File: config.mk
export PLATFORM = sky130hd
export DESIGN_NAME = pause_width_tx
export DESIGN_NICKNAME = d
export VERILOG_FILES = /design/src/rtl/pwtx_pkg.sv /design/src/rtl/pwtx_deadline.sv /design/src/rtl/pwtx_shifter.sv /design/src/rtl/pwtx_ctrl.sv /design/src/rtl/pause_width_tx.sv
export SDC_FILE = /design/constraint.sdc
export NUM_CORES = 1
export LEC_CHECK = 0
export ABC_CLOCK_PERIOD_IN_PS = 11620
export BUFFER_PORTS_ARGS = -buffer_cell sky130_fd_sc_hd__buf_2
export CAP_MARGIN = 20
export CORE_MARGIN = 3
export CORE_UTILIZATION = 42
export DETAILED_ROUTE_END_ITERATION = 8
export GPL_TIMING_DRIVEN = 0
export PLACE_DENSITY = 0.73
export SYNTH_ARGS = -nofsm -noshare
export SYNTH_HDL_FRONTEND = slang
export SYNTH_SLANG_ARGS = --single-unit
File: constraint.sdc
create_clock -name clk -period 11.62 [get_ports clk]
set_input_delay 1.743 -clock clk [delete_from_list [all_inputs] [get_ports clk]]
set_output_delay 1.743 -clock clk [all_outputs]
set_load 0.05 [all_outputs]
File: src/rtl/pwtx_pkg.sv
package pwtx_pkg;

   typedef enum logic [2:0] {
      ST_IDLE  = 3'd0,
      ST_GAP   = 3'd1,
      ST_PAUSE = 3'd2,
      ST_MARK  = 3'd3,
      ST_TAIL  = 3'd4
   } pwtx_state_t;

endpackage

File: src/rtl/pwtx_deadline.sv
// Running deadline register with a wrap-safe "time reached" compare.
module pwtx_deadline #(
   parameter int TS_W = 32
) (
   input  logic            clk,
   input  logic            rst_n,
   input  logic            load,
   input  logic [TS_W-1:0] load_ts,
   input  logic            adv,
   input  logic [TS_W-1:0] adv_ticks,
   input  logic [TS_W-1:0] now_ts,
   output logic [TS_W-1:0] deadline,
   output logic            reached
);
   logic [TS_W-1:0] diff;

   always_ff @(posedge clk) begin
      if (!rst_n)
         deadline <= '0;
      else if (load)
         deadline <= load_ts;
      else if (adv)
         deadline <= deadline + adv_ticks;
   end

   // now - deadline, read as signed: non-negative means the deadline is due
   assign diff    = now_ts - deadline;
   assign reached = ~diff[TS_W-1];
endmodule

File: src/rtl/pwtx_shifter.sv
// Frame holding register; presents the next bit to send.
module pwtx_shifter #(
   parameter int FRAME_W   = 32,
   parameter bit LSB_FIRST = 1'b1
) (
   input  logic               clk,
   input  logic               rst_n,
   input  logic               load,
   input  logic [FRAME_W-1:0] frame,
   input  logic               shift,
   output logic               cur_bit
);
   logic [FRAME_W-1:0] sr;

   generate
      if (LSB_FIRST) begin : g_lsb
         always_ff @(posedge clk) begin
            if (!rst_n)     sr <= '0;
            else if (load)  sr <= frame;
            else if (shift) sr <= {1'b0, sr[FRAME_W-1:1]};
         end
         assign cur_bit = sr[0];
      end else begin : g_msb
         always_ff @(posedge clk) begin
            if (!rst_n)     sr <= '0;
            else if (load)  sr <= frame;
            else if (shift) sr <= {sr[FRAME_W-2:0], 1'b0};
         end
         assign cur_bit = sr[FRAME_W-1];
      end
   endgenerate
endmodule

File: src/rtl/pwtx_ctrl.sv
// Frame sequencer: gap, per-bit pause/mark slots, closing pause.
module pwtx_ctrl
   import pwtx_pkg::*;
#(
   parameter int TS_W        = 32,
   parameter int LEN_W       = 6,
   parameter int PAUSE_TICKS = 30,
   parameter int ZERO_TICKS  = 90,
   parameter int ONE_TICKS   = 150
) (
   input  logic             clk,
   input  logic             rst_n,
   input  logic             start,
   input  logic [LEN_W-1:0] len_eff,
   input  logic             reached,
   input  logic             cur_bit,
   input  logic             ks_bit,
   input  logic [TS_W-1:0]  deadline,
   output logic             dl_load,
   output logic             dl_adv,
   output logic [TS_W-1:0]  dl_step,
   output logic             sh_load,
   output logic             sh_shift,
   output logic             pause_out,
   output logic             busy,
   output logic             done,
   output logic             ks_adv,
   output logic [TS_W-1:0]  ts_out
);
   localparam logic [TS_W-1:0] STEP_PAUSE = TS_W'(PAUSE_TICKS);
   localparam logic [TS_W-1:0] STEP_MARK1 = TS_W'(ONE_TICKS - PAUSE_TICKS);
   localparam logic [TS_W-1:0] STEP_MARK0 = TS_W'(ZERO_TICKS - PAUSE_TICKS);

   pwtx_state_t      state_q, state_d;
   logic [LEN_W-1:0] cnt_q, len_q;
   logic             air_q;
   logic             begin_bit, enter_tail, carrier_on, finish;

   always_comb begin
      state_d    = state_q;
      dl_load    = 1'b0;
      dl_adv     = 1'b0;
      dl_step    = STEP_PAUSE;
      sh_load    = 1'b0;
      sh_shift   = 1'b0;
      begin_bit  = 1'b0;
      enter_tail = 1'b0;
      carrier_on = 1'b0;
      finish     = 1'b0;
      unique case (state_q)
         ST_IDLE: begin
            if (start) begin
               dl_load = 1'b1;
               sh_load = 1'b1;
               state_d = ST_GAP;
            end
         end
         ST_GAP, ST_MARK: begin
            if (reached) begin
               dl_adv = 1'b1;
               if (cnt_q == len_q) begin
                  enter_tail = 1'b1;
                  state_d    = ST_TAIL;
               end else begin
                  begin_bit = 1'b1;
                  sh_shift  = 1'b1;
                  state_d   = ST_PAUSE;
               end
            end
         end
         ST_PAUSE: begin
            if (reached) begin
               dl_adv     = 1'b1;
               dl_step    = air_q ? STEP_MARK1 : STEP_MARK0;
               carrier_on = 1'b1;
               state_d    = ST_MARK;
            end
         end
         ST_TAIL: begin
            if (reached) begin
               finish  = 1'b1;
               state_d = ST_IDLE;
            end
         end
         default: state_d = ST_IDLE;
      endcase
   end

   always_ff @(posedge clk) begin
      if (!rst_n) begin
         state_q   <= ST_IDLE;
         cnt_q     <= '0;
         len_q     <= '0;
         air_q     <= 1'b0;
         pause_out <= 1'b0;
         done      <= 1'b0;
         ks_adv    <= 1'b0;
         ts_out    <= '0;
      end else begin
         state_q <= state_d;
         ks_adv  <= begin_bit;
         done    <= finish;
         if (sh_load) begin
            cnt_q <= '0;
            len_q <= len_eff;
         end
         if (begin_bit) begin
            air_q <= cur_bit ^ ks_bit;
            cnt_q <= cnt_q + 1'b1;
         end
         if (begin_bit || enter_tail)
            pause_out <= 1'b1;
         else if (carrier_on || finish)
            pause_out <= 1'b0;
         if (finish)
            ts_out <= deadline;
      end
   end

   assign busy = (state_q != ST_IDLE);
endmodule

File: src/rtl/pause_width_tx.sv
// Pause-width encoded frame transmitter (top).
module pause_width_tx #(
   parameter int FRAME_W     = 32,
   parameter int TS_W        = 32,
   parameter int PAUSE_TICKS = 30,
   parameter int ZERO_TICKS  = 90,
   parameter int ONE_TICKS   = 150,
   parameter int GAP_TICKS   = 330,
   parameter bit LSB_FIRST   = 1'b1,
   parameter int LEN_W       = $clog2(FRAME_W + 1)
) (
   input  logic               clk,
   input  logic               rst_n,
   input  logic [TS_W-1:0]    now_ts,
   input  logic               start,
   input  logic [FRAME_W-1:0] frame,
   input  logic [LEN_W-1:0]   len,
   input  logic [TS_W-1:0]    ts_in,
   input  logic               ks_bit,
   output logic               ks_adv,
   output logic               pause_out,
   output logic               busy,
   output logic               done,
   output logic [TS_W-1:0]    ts_out
);
   localparam logic [LEN_W-1:0] LEN_MAX = LEN_W'(FRAME_W);
   localparam logic [TS_W-1:0]  GAP_TS  = TS_W'(GAP_TICKS);

   generate
      if (PAUSE_TICKS < 1 || ZERO_TICKS <= PAUSE_TICKS || ONE_TICKS <= ZERO_TICKS) begin : g_bad_timing
         $error("pause_width_tx: need 0 < PAUSE_TICKS < ZERO_TICKS < ONE_TICKS");
      end
      if (FRAME_W < 2 || TS_W < 8) begin : g_bad_width
         $error("pause_width_tx: FRAME_W must be >= 2 and TS_W >= 8");
      end
      if (LEN_W < $clog2(FRAME_W + 1)) begin : g_bad_len
         $error("pause_width_tx: LEN_W too narrow for FRAME_W");
      end
   endgenerate

   logic [LEN_W-1:0] len_eff;
   logic [TS_W-1:0]  dl_step, deadline;
   logic             dl_load, dl_adv, sh_load, sh_shift, reached, cur_bit;

   assign len_eff = (len > LEN_MAX) ? LEN_MAX : len;

   pwtx_deadline #(.TS_W(TS_W)) u_deadline (
      .clk      (clk),
      .rst_n    (rst_n),
      .load     (dl_load),
      .load_ts  (ts_in + GAP_TS),
      .adv      (dl_adv),
      .adv_ticks(dl_step),
      .now_ts   (now_ts),
      .deadline (deadline),
      .reached  (reached)
   );

   pwtx_shifter #(.FRAME_W(FRAME_W), .LSB_FIRST(LSB_FIRST)) u_shifter (
      .clk    (clk),
      .rst_n  (rst_n),
      .load   (sh_load),
      .frame  (frame),
      .shift  (sh_shift),
      .cur_bit(cur_bit)
   );

   pwtx_ctrl #(
      .TS_W       (TS_W),
      .LEN_W      (LEN_W),
      .PAUSE_TICKS(PAUSE_TICKS),
      .ZERO_TICKS (ZERO_TICKS),
      .ONE_TICKS  (ONE_TICKS)
   ) u_ctrl (
      .clk      (clk),
      .rst_n    (rst_n),
      .start    (start),
      .len_eff  (len_eff),
      .reached  (reached),
      .cur_bit  (cur_bit),
      .ks_bit   (ks_bit),
      .deadline (deadline),
      .dl_load  (dl_load),
      .dl_adv   (dl_adv),
      .dl_step  (dl_step),
      .sh_load  (sh_load),
      .sh_shift (sh_shift),
      .pause_out(pause_out),
      .busy     (busy),
      .done     (done),
      .ks_adv   (ks_adv),
      .ts_out   (ts_out)
   );
endmodule

==> Word-level counts from Yosys, hierarchy flattened <==
Index checks and enable logic that the tools add are counted.
Widths: inputs -> output; s select.
{ "word_totals": {"out_inout_bits": 36, "regBits": 115, "word_cells": 65} }
{ "op_classes": {"n_reduce_logical": 10, "magnitude_cmp": 1, "n_addsub": 4, "n_bitwise": 1, "n_eq_ne": 9, "n_mux": 30} }
{ "op_table": {"columns": ["op", "n"], "rows": [
  ["$mux 32", 6],
  ["$add 32x32->32", 1],
  ["$add 32x9->32 const B", 1],
  ["$sub 32x32->32", 1],
  ["$mux 6", 3],
  ["$mux 3", 5],
  ["$mux 1", 14],
  ["$pmux 3 s4", 1],
  ["$ne 2x2->1 const B", 4],
  ["$mux 7", 1],
  ["$add 6x1->6 const B", 1],
  ["$eq 3x2->1 const B", 2],
  ["$eq 6x6->1", 1],
  ["$gt 6x6->1 const B", 1],
  ["$reduce_bool 2->1", 3],
  ["$reduce_and 4->1", 1],
  ["$eq 3x1->1 const B", 1],
  ["$eq 3x3->1 const B", 1],
  ["$logic_not 3->1", 1],
  ["$reduce_bool 3->1", 1],
  ["$reduce_or 3->1", 1],
  ["$logic_or 1x1->1", 2],
  ["$reduce_or 2->1", 1],
  ["$xor 1x1->1", 1]
]} }

==> Logic depth before layout (Yosys ltp) <==
{ "logic_depth": {"depth_word": 6, "ltp_mapped": 23, "mapped_depth_nobuf": 21} }

==> Hierarchy <==
From an unflattened synthesis, not the netlist that was laid out.
{ "hier_totals": {"hier_cells": 1034, "area_unflattened_um2": 8463.1} }
{ "modules_own_cells": {"columns": ["mod", "cells_each", "area_per_inst_um2", "seq_area_each_um2", "instances"], "rows": [
  ["pwtx_deadline", 516, 3811.2, 640.6, 1],
  ["pwtx_ctrl", 278, 2242.2, 1021.0, 1],
  ["pwtx_shifter", 141, 1749.2, 640.6, 1],
  ["pause_width_tx", 99, 660.6, 0.0, 1]
]} }

==> Worst setup path before layout <==
Ideal clock, no wire load.
{ "synth_path": {"path_type": "input to register", "from": "input now_ts[22]", "to": "register u_deadline.deadline[29]", "t_arrival_ps": 6008, "setup_slack_ps": 5521, "path_stages": 22, "t_required_ps": 11529, "setup_ps": 91, "path_cell_list": "ha_1 -> a41oi_2 -> o21ai_1 -> a221o_1 -> o21a_1 -> a31o_1 -> buf_2 -> or2_1 -> buf_2 -> nor2b_1 -> nand2_1 -> ha_1 -> inv_1 -> fa_1 -> or3b_2 -> a21o_1 -> a21o_1 -> nand3_1 -> nor2_1 -> o211ai_4 -> or4_1 -> a311oi_1"} }
{ "synth_between": {"elab_chain_len": 6, "elab_cells_between_ends": 9} }
{ "synth_lines": {"columns": ["element", "line", "source"], "rows": [
  ["start: declaration", "pause_width_tx.sv:14", "input logic [TS_W-1:0] now_ts,"],
  ["$sub 32x32->32 (*)", "pwtx_deadline.sv:27", "assign diff = now_ts - deadline;"],
  ["$mux 32", "pwtx_ctrl.sv:72", "if (reached) begin"],
  ["$mux 32", "pwtx_ctrl.sv:50", "unique case (state_q)"],
  ["$add 32x32->32", "pwtx_deadline.sv:23", "deadline <= deadline + adv_ticks;"],
  ["$mux 32", "pwtx_deadline.sv:22", "else if (adv)"],
  ["$mux 32", "pwtx_deadline.sv:20", "else if (load)"],
  ["end signal: assignment", "pwtx_deadline.sv:21", "deadline <= load_ts;"],
  ["end signal: assignment", "pwtx_deadline.sv:23", null],
  ["end: declaration", "pwtx_deadline.sv:12", "output logic [TS_W-1:0] deadline,"]
]} }
Every way passes the cells marked *; elsewhere a longest branch is shown, timed or not. The select of a mux whose other input is x is not followed.
A chain may end at the register's enable or synchronous reset.

==> Final worst setup path <==
{ "layout_path": {"from": "input now_ts[2]", "to": "register u_deadline.deadline[22]"} }
Same word-level chain as after synthesis.

==> out/qor.csv <==
stage,metric,value,unit
outcome,status,finished clean,
synth,netlist_instances,787,
global_route,grtUsageTotal,21.7,%
place,io_buffers,140,
worst_setup_path,end_kind,flip-flop,
worst_setup_path,path_cells,"buf_2, ha_1, nand2_1, o21ai_0, a31oi_1, o41ai_1, a31o_1, buf_2, or2_1, buf_2, nor2b_1, nand3_1, ha_1, a2111o_1, a21o_1, a21oi_1, or2_1, clkbuf_1, nor4_1, o311a_1",
synth,synth-seq-cells,115,
sta,clock.fmax,145,MHz
job,cap_viol_max_count,0,
drt,ant_nets,0,
global_route,grt_antenna_before_repair,1,
worst_setup_path,path_max_fanout,10,
sta,max-slew-margin-rel,25.2,%
layout,syn2layout_area_growth,23.5,%
synth,synth_edf_count,0,
sta,period_needed,6.88,ns
drt,drtIter0Drc,607,
min_path,holdCritPathClass,flip-flop to flip-flop,
pwr,vdd_ir_drop_max,0.116,mV
clocking,cts_hold_buf,0,
sta,setup-violations-final,0,
sta,fin_crit_sh,59.2,%
worst_setup_path,path_buf_inv,4,
layout,nFillCells,1468,
layout,utilization,53.4,%
floorplanning,start_util,43.2,%
worst_setup_path,crit_start,now_ts[2],
synth,yosys.area.top_type_share,34.8,%
synth,synth_nets,930,
global_route,grt_first_pass_wirelength,30400,um
worst_setup_path,critical-path-slowest-cell,o41ai_1,
synth,synth_commonest_cells,"dfxtp_1, a21oi_1, mux2i_1, nor2_1, o21ai_0",
pwr,p_seq_share,36.6,%
global_route,grt_pass1_vias,5902,
drt,vias_per_cell,5.51,
synth,synthArstFlopShare,0,%
clocking,cts_tree,yes,
floorplanning,placementRows,45,
clocking,cts_num_sinks,115,
place,post_dp_cell_area,0.00759,mm^2
synth,postSynthAreaPerCell,8.41,um^2
worst_setup_path,critPathTopFamily,compound AO/OA/AOI/OAI gates,
pwr,power.density,157,mW/mm^2
clocking,htree_levels,4,
drt,route.detailed.drc,0,
clocking,clkTransAtPathRegs,0.05,ns
floorplanning,dieHeight,132,um
synth,netlist_area,0.00662,mm^2
clocking,numCtsBuffers,17,
pwr,power_switching,403,uW
layout,design_area,0.00817,mm^2
layout,seq_area,0.00230,mm^2
pwr,leakagePower,3.72,nW
pwr,clkPwrFrac,40.4,%
worst_setup_path,crit_arrival,7.18,ns
floorplanning,die_w,132,um
pwr,p_sw_share,31.4,%
place,place.gp.congestion,0.916,
drt,avgRoutedWirePerCell,16.7,um
synth,synth_top_cell_by_area,dfxtp_1,
layout,nets,1089,
synth,ys_types,66,
synth,yosysSeqAreaShare,34.8,%
sta,fin_setup_tns,0,ns
sta,final-max-slew-violation-count,0,
pwr,p_int,881,uW
sta,hold_violations,0,
worst_setup_path,slowest_delay,0.90,ns
drt,firstDrtPassIters,6,
clocking,clockBufferDepth,2,
worst_setup_path,crit_path_frequent_cell,buf_2,
drt,num_vias,6447,
place,hpwlAfterDp,14600,um
clocking,cts_resized,0,
floorplanning,io-pin-count,142,
sta,worst_clock_skew,0.00761,ns
floorplanning,die_area,0.0173,mm^2
drt,drt-total-wl,19500,um
pwr,p_comb_share,23.0,%
clocking,post_cts_buffers,0,
synth,yosysWarningCount,0,
layout,multi_input_area,0.00397,mm^2
clocking,worst_skew_pair.late_latency,0.41,ns
sta,fin_hold_ws,0.464,ns
worst_setup_path,rr_startpoint,u_deadline.deadline[2],
synth,synth_ff_type,dfxtp_1,
synth,synth_area_leaders,"dfxtp_1, mux2i_1, ha_1",
global_route,grt_max_degree,17,
worst_setup_path,required,11.92,ns
sta,rsz0062_at_grt,no,
worst_setup_path,critPathLaunchType,primary input,
min_path,hp-start,u_deadline.deadline[0],
sta,worst_pin_slew,1.11,ns
worst_setup_path,crit_type,primary input to flip-flop,
synth,synth.most_common_cell,dfxtp_1,
floorplanning,coreArea,0.0153,mm^2
layout,drive_above_1_share,20.4,%
global_route,grt-ovfl-total,0,
clocking,root_buffer,clkbuf_16,
[layer usage]
metal	global-route usage [%]	vias to the layer above	part of all wire [%]
met4	9.10	0	3.0
met1	28.0	2953	44
met2	35.0	273	45
met3	4.75	43	7.7
met5	0	-	0
li1	-	3178	-
[cells in the final DEF, fill, tap and decap left out, types with 26 or more instances in the layout]
| cell | netlist | routed |
|---|---|---|
| a21oi_1 | 70 | 70 |
| buf_2 | 5 | 145 |
| clkbuf_1 | 32 | 32 |
| dfxtp_1 | 115 | 115 |
| ha_1 | 36 | 36 |
| inv_1 | 36 | 36 |
| mux2i_1 | 67 | 67 |
| nand2_1 | 50 | 50 |
| nand3_1 | 31 | 31 |
| nor2_1 | 66 | 66 |
| o21ai_0 | 54 | 54 |
| xnor2_1 | 26 | 26 |
[path summary, 6_finish.rpt]
check / to / slack, ns / cells past startpoint
max: u_deadline.deadline[22] / 4.74 / 20
min: u_deadline.deadline[0] / 0.46 / 2
max reg2reg: u_deadline.deadline[22] / 5.62 / 20
min reg2reg: u_deadline.deadline[0] / 0.46 / 2
[power groups by stage]
| stage | clock network, mW | registers (mW) | logic, mW |
|---|---|---|---|
| after CTS | 0.521 | 0.469 | 0.293 |
| after detailed placement | 0 | 0.477 | 0.290 |
| final | 0.519 | 0.470 | 0.295 |
| after global placement | 0 | 0.476 | 0.286 |
| after global routing | 0.541 | 0.476 | 0.325 |
| after floorplan | 0 | 0.473 | 0.199 |
[per-stage QoR]
step                setup slack [ns]  cells  total power [mW]
floorplan                       5.52    787             0.672
global placement                4.47   1138             0.762
detailed placement              4.42   1138             0.767
CTS                             4.85   1168              1.28
global route                    4.42   1169              1.34
finish                          4.74   1169              1.28
[flip-flops by register name, indices dropped and copies added (netlist names)]
| register | count |
|---|---|
| u_ctrl.cnt_q | 6 |
| u_ctrl.state_q | 3 |
| u_ctrl.done | 1 |
| u_ctrl.ts_out | 32 |
| u_ctrl.air_q | 1 |
| u_ctrl.ks_adv | 1 |
| u_ctrl.pause_out | 1 |
| u_shifter.sr | 32 |
| u_deadline.deadline | 32 |
| u_ctrl.len_q | 6 |
[kinds of logic (layout without fill, tap and decap cells)]
logic type	after synthesis	after routing	synth area share, %
other	0	1	0
buffers and inverters	82	252	5.25
flip-flops	115	115	34.8
adder cells (fa/ha/maj)	37	37	7.11
multiplexers	67	67	10.1
AND/OR/NAND/NOR	245	245	18.5
AO/OA/AOI/OAI	201	201	18.9
XOR/XNOR	40	40	5.29
[layout make-up]
cell class / instances / share of cell area, %
buffer: 45 / 2.56
sequential: 115 / 28.2
tap: 211 / 3.23
inverter: 37 / 1.70
timing repair buffer: 140 / 8.57
multi-input combinational: 590 / 48.6
clock inverter: 9 / 1.29
antenna: 1 / 0.0306
clock buffer: 21 / 5.88
[worst min-delay path, cell delays in order, from the launching register on]
cell	delay, ns
dfxtp_1	0.31
nand2_1	0.05
a21oi_1	0.05
(Power assumes the default switching activity.)
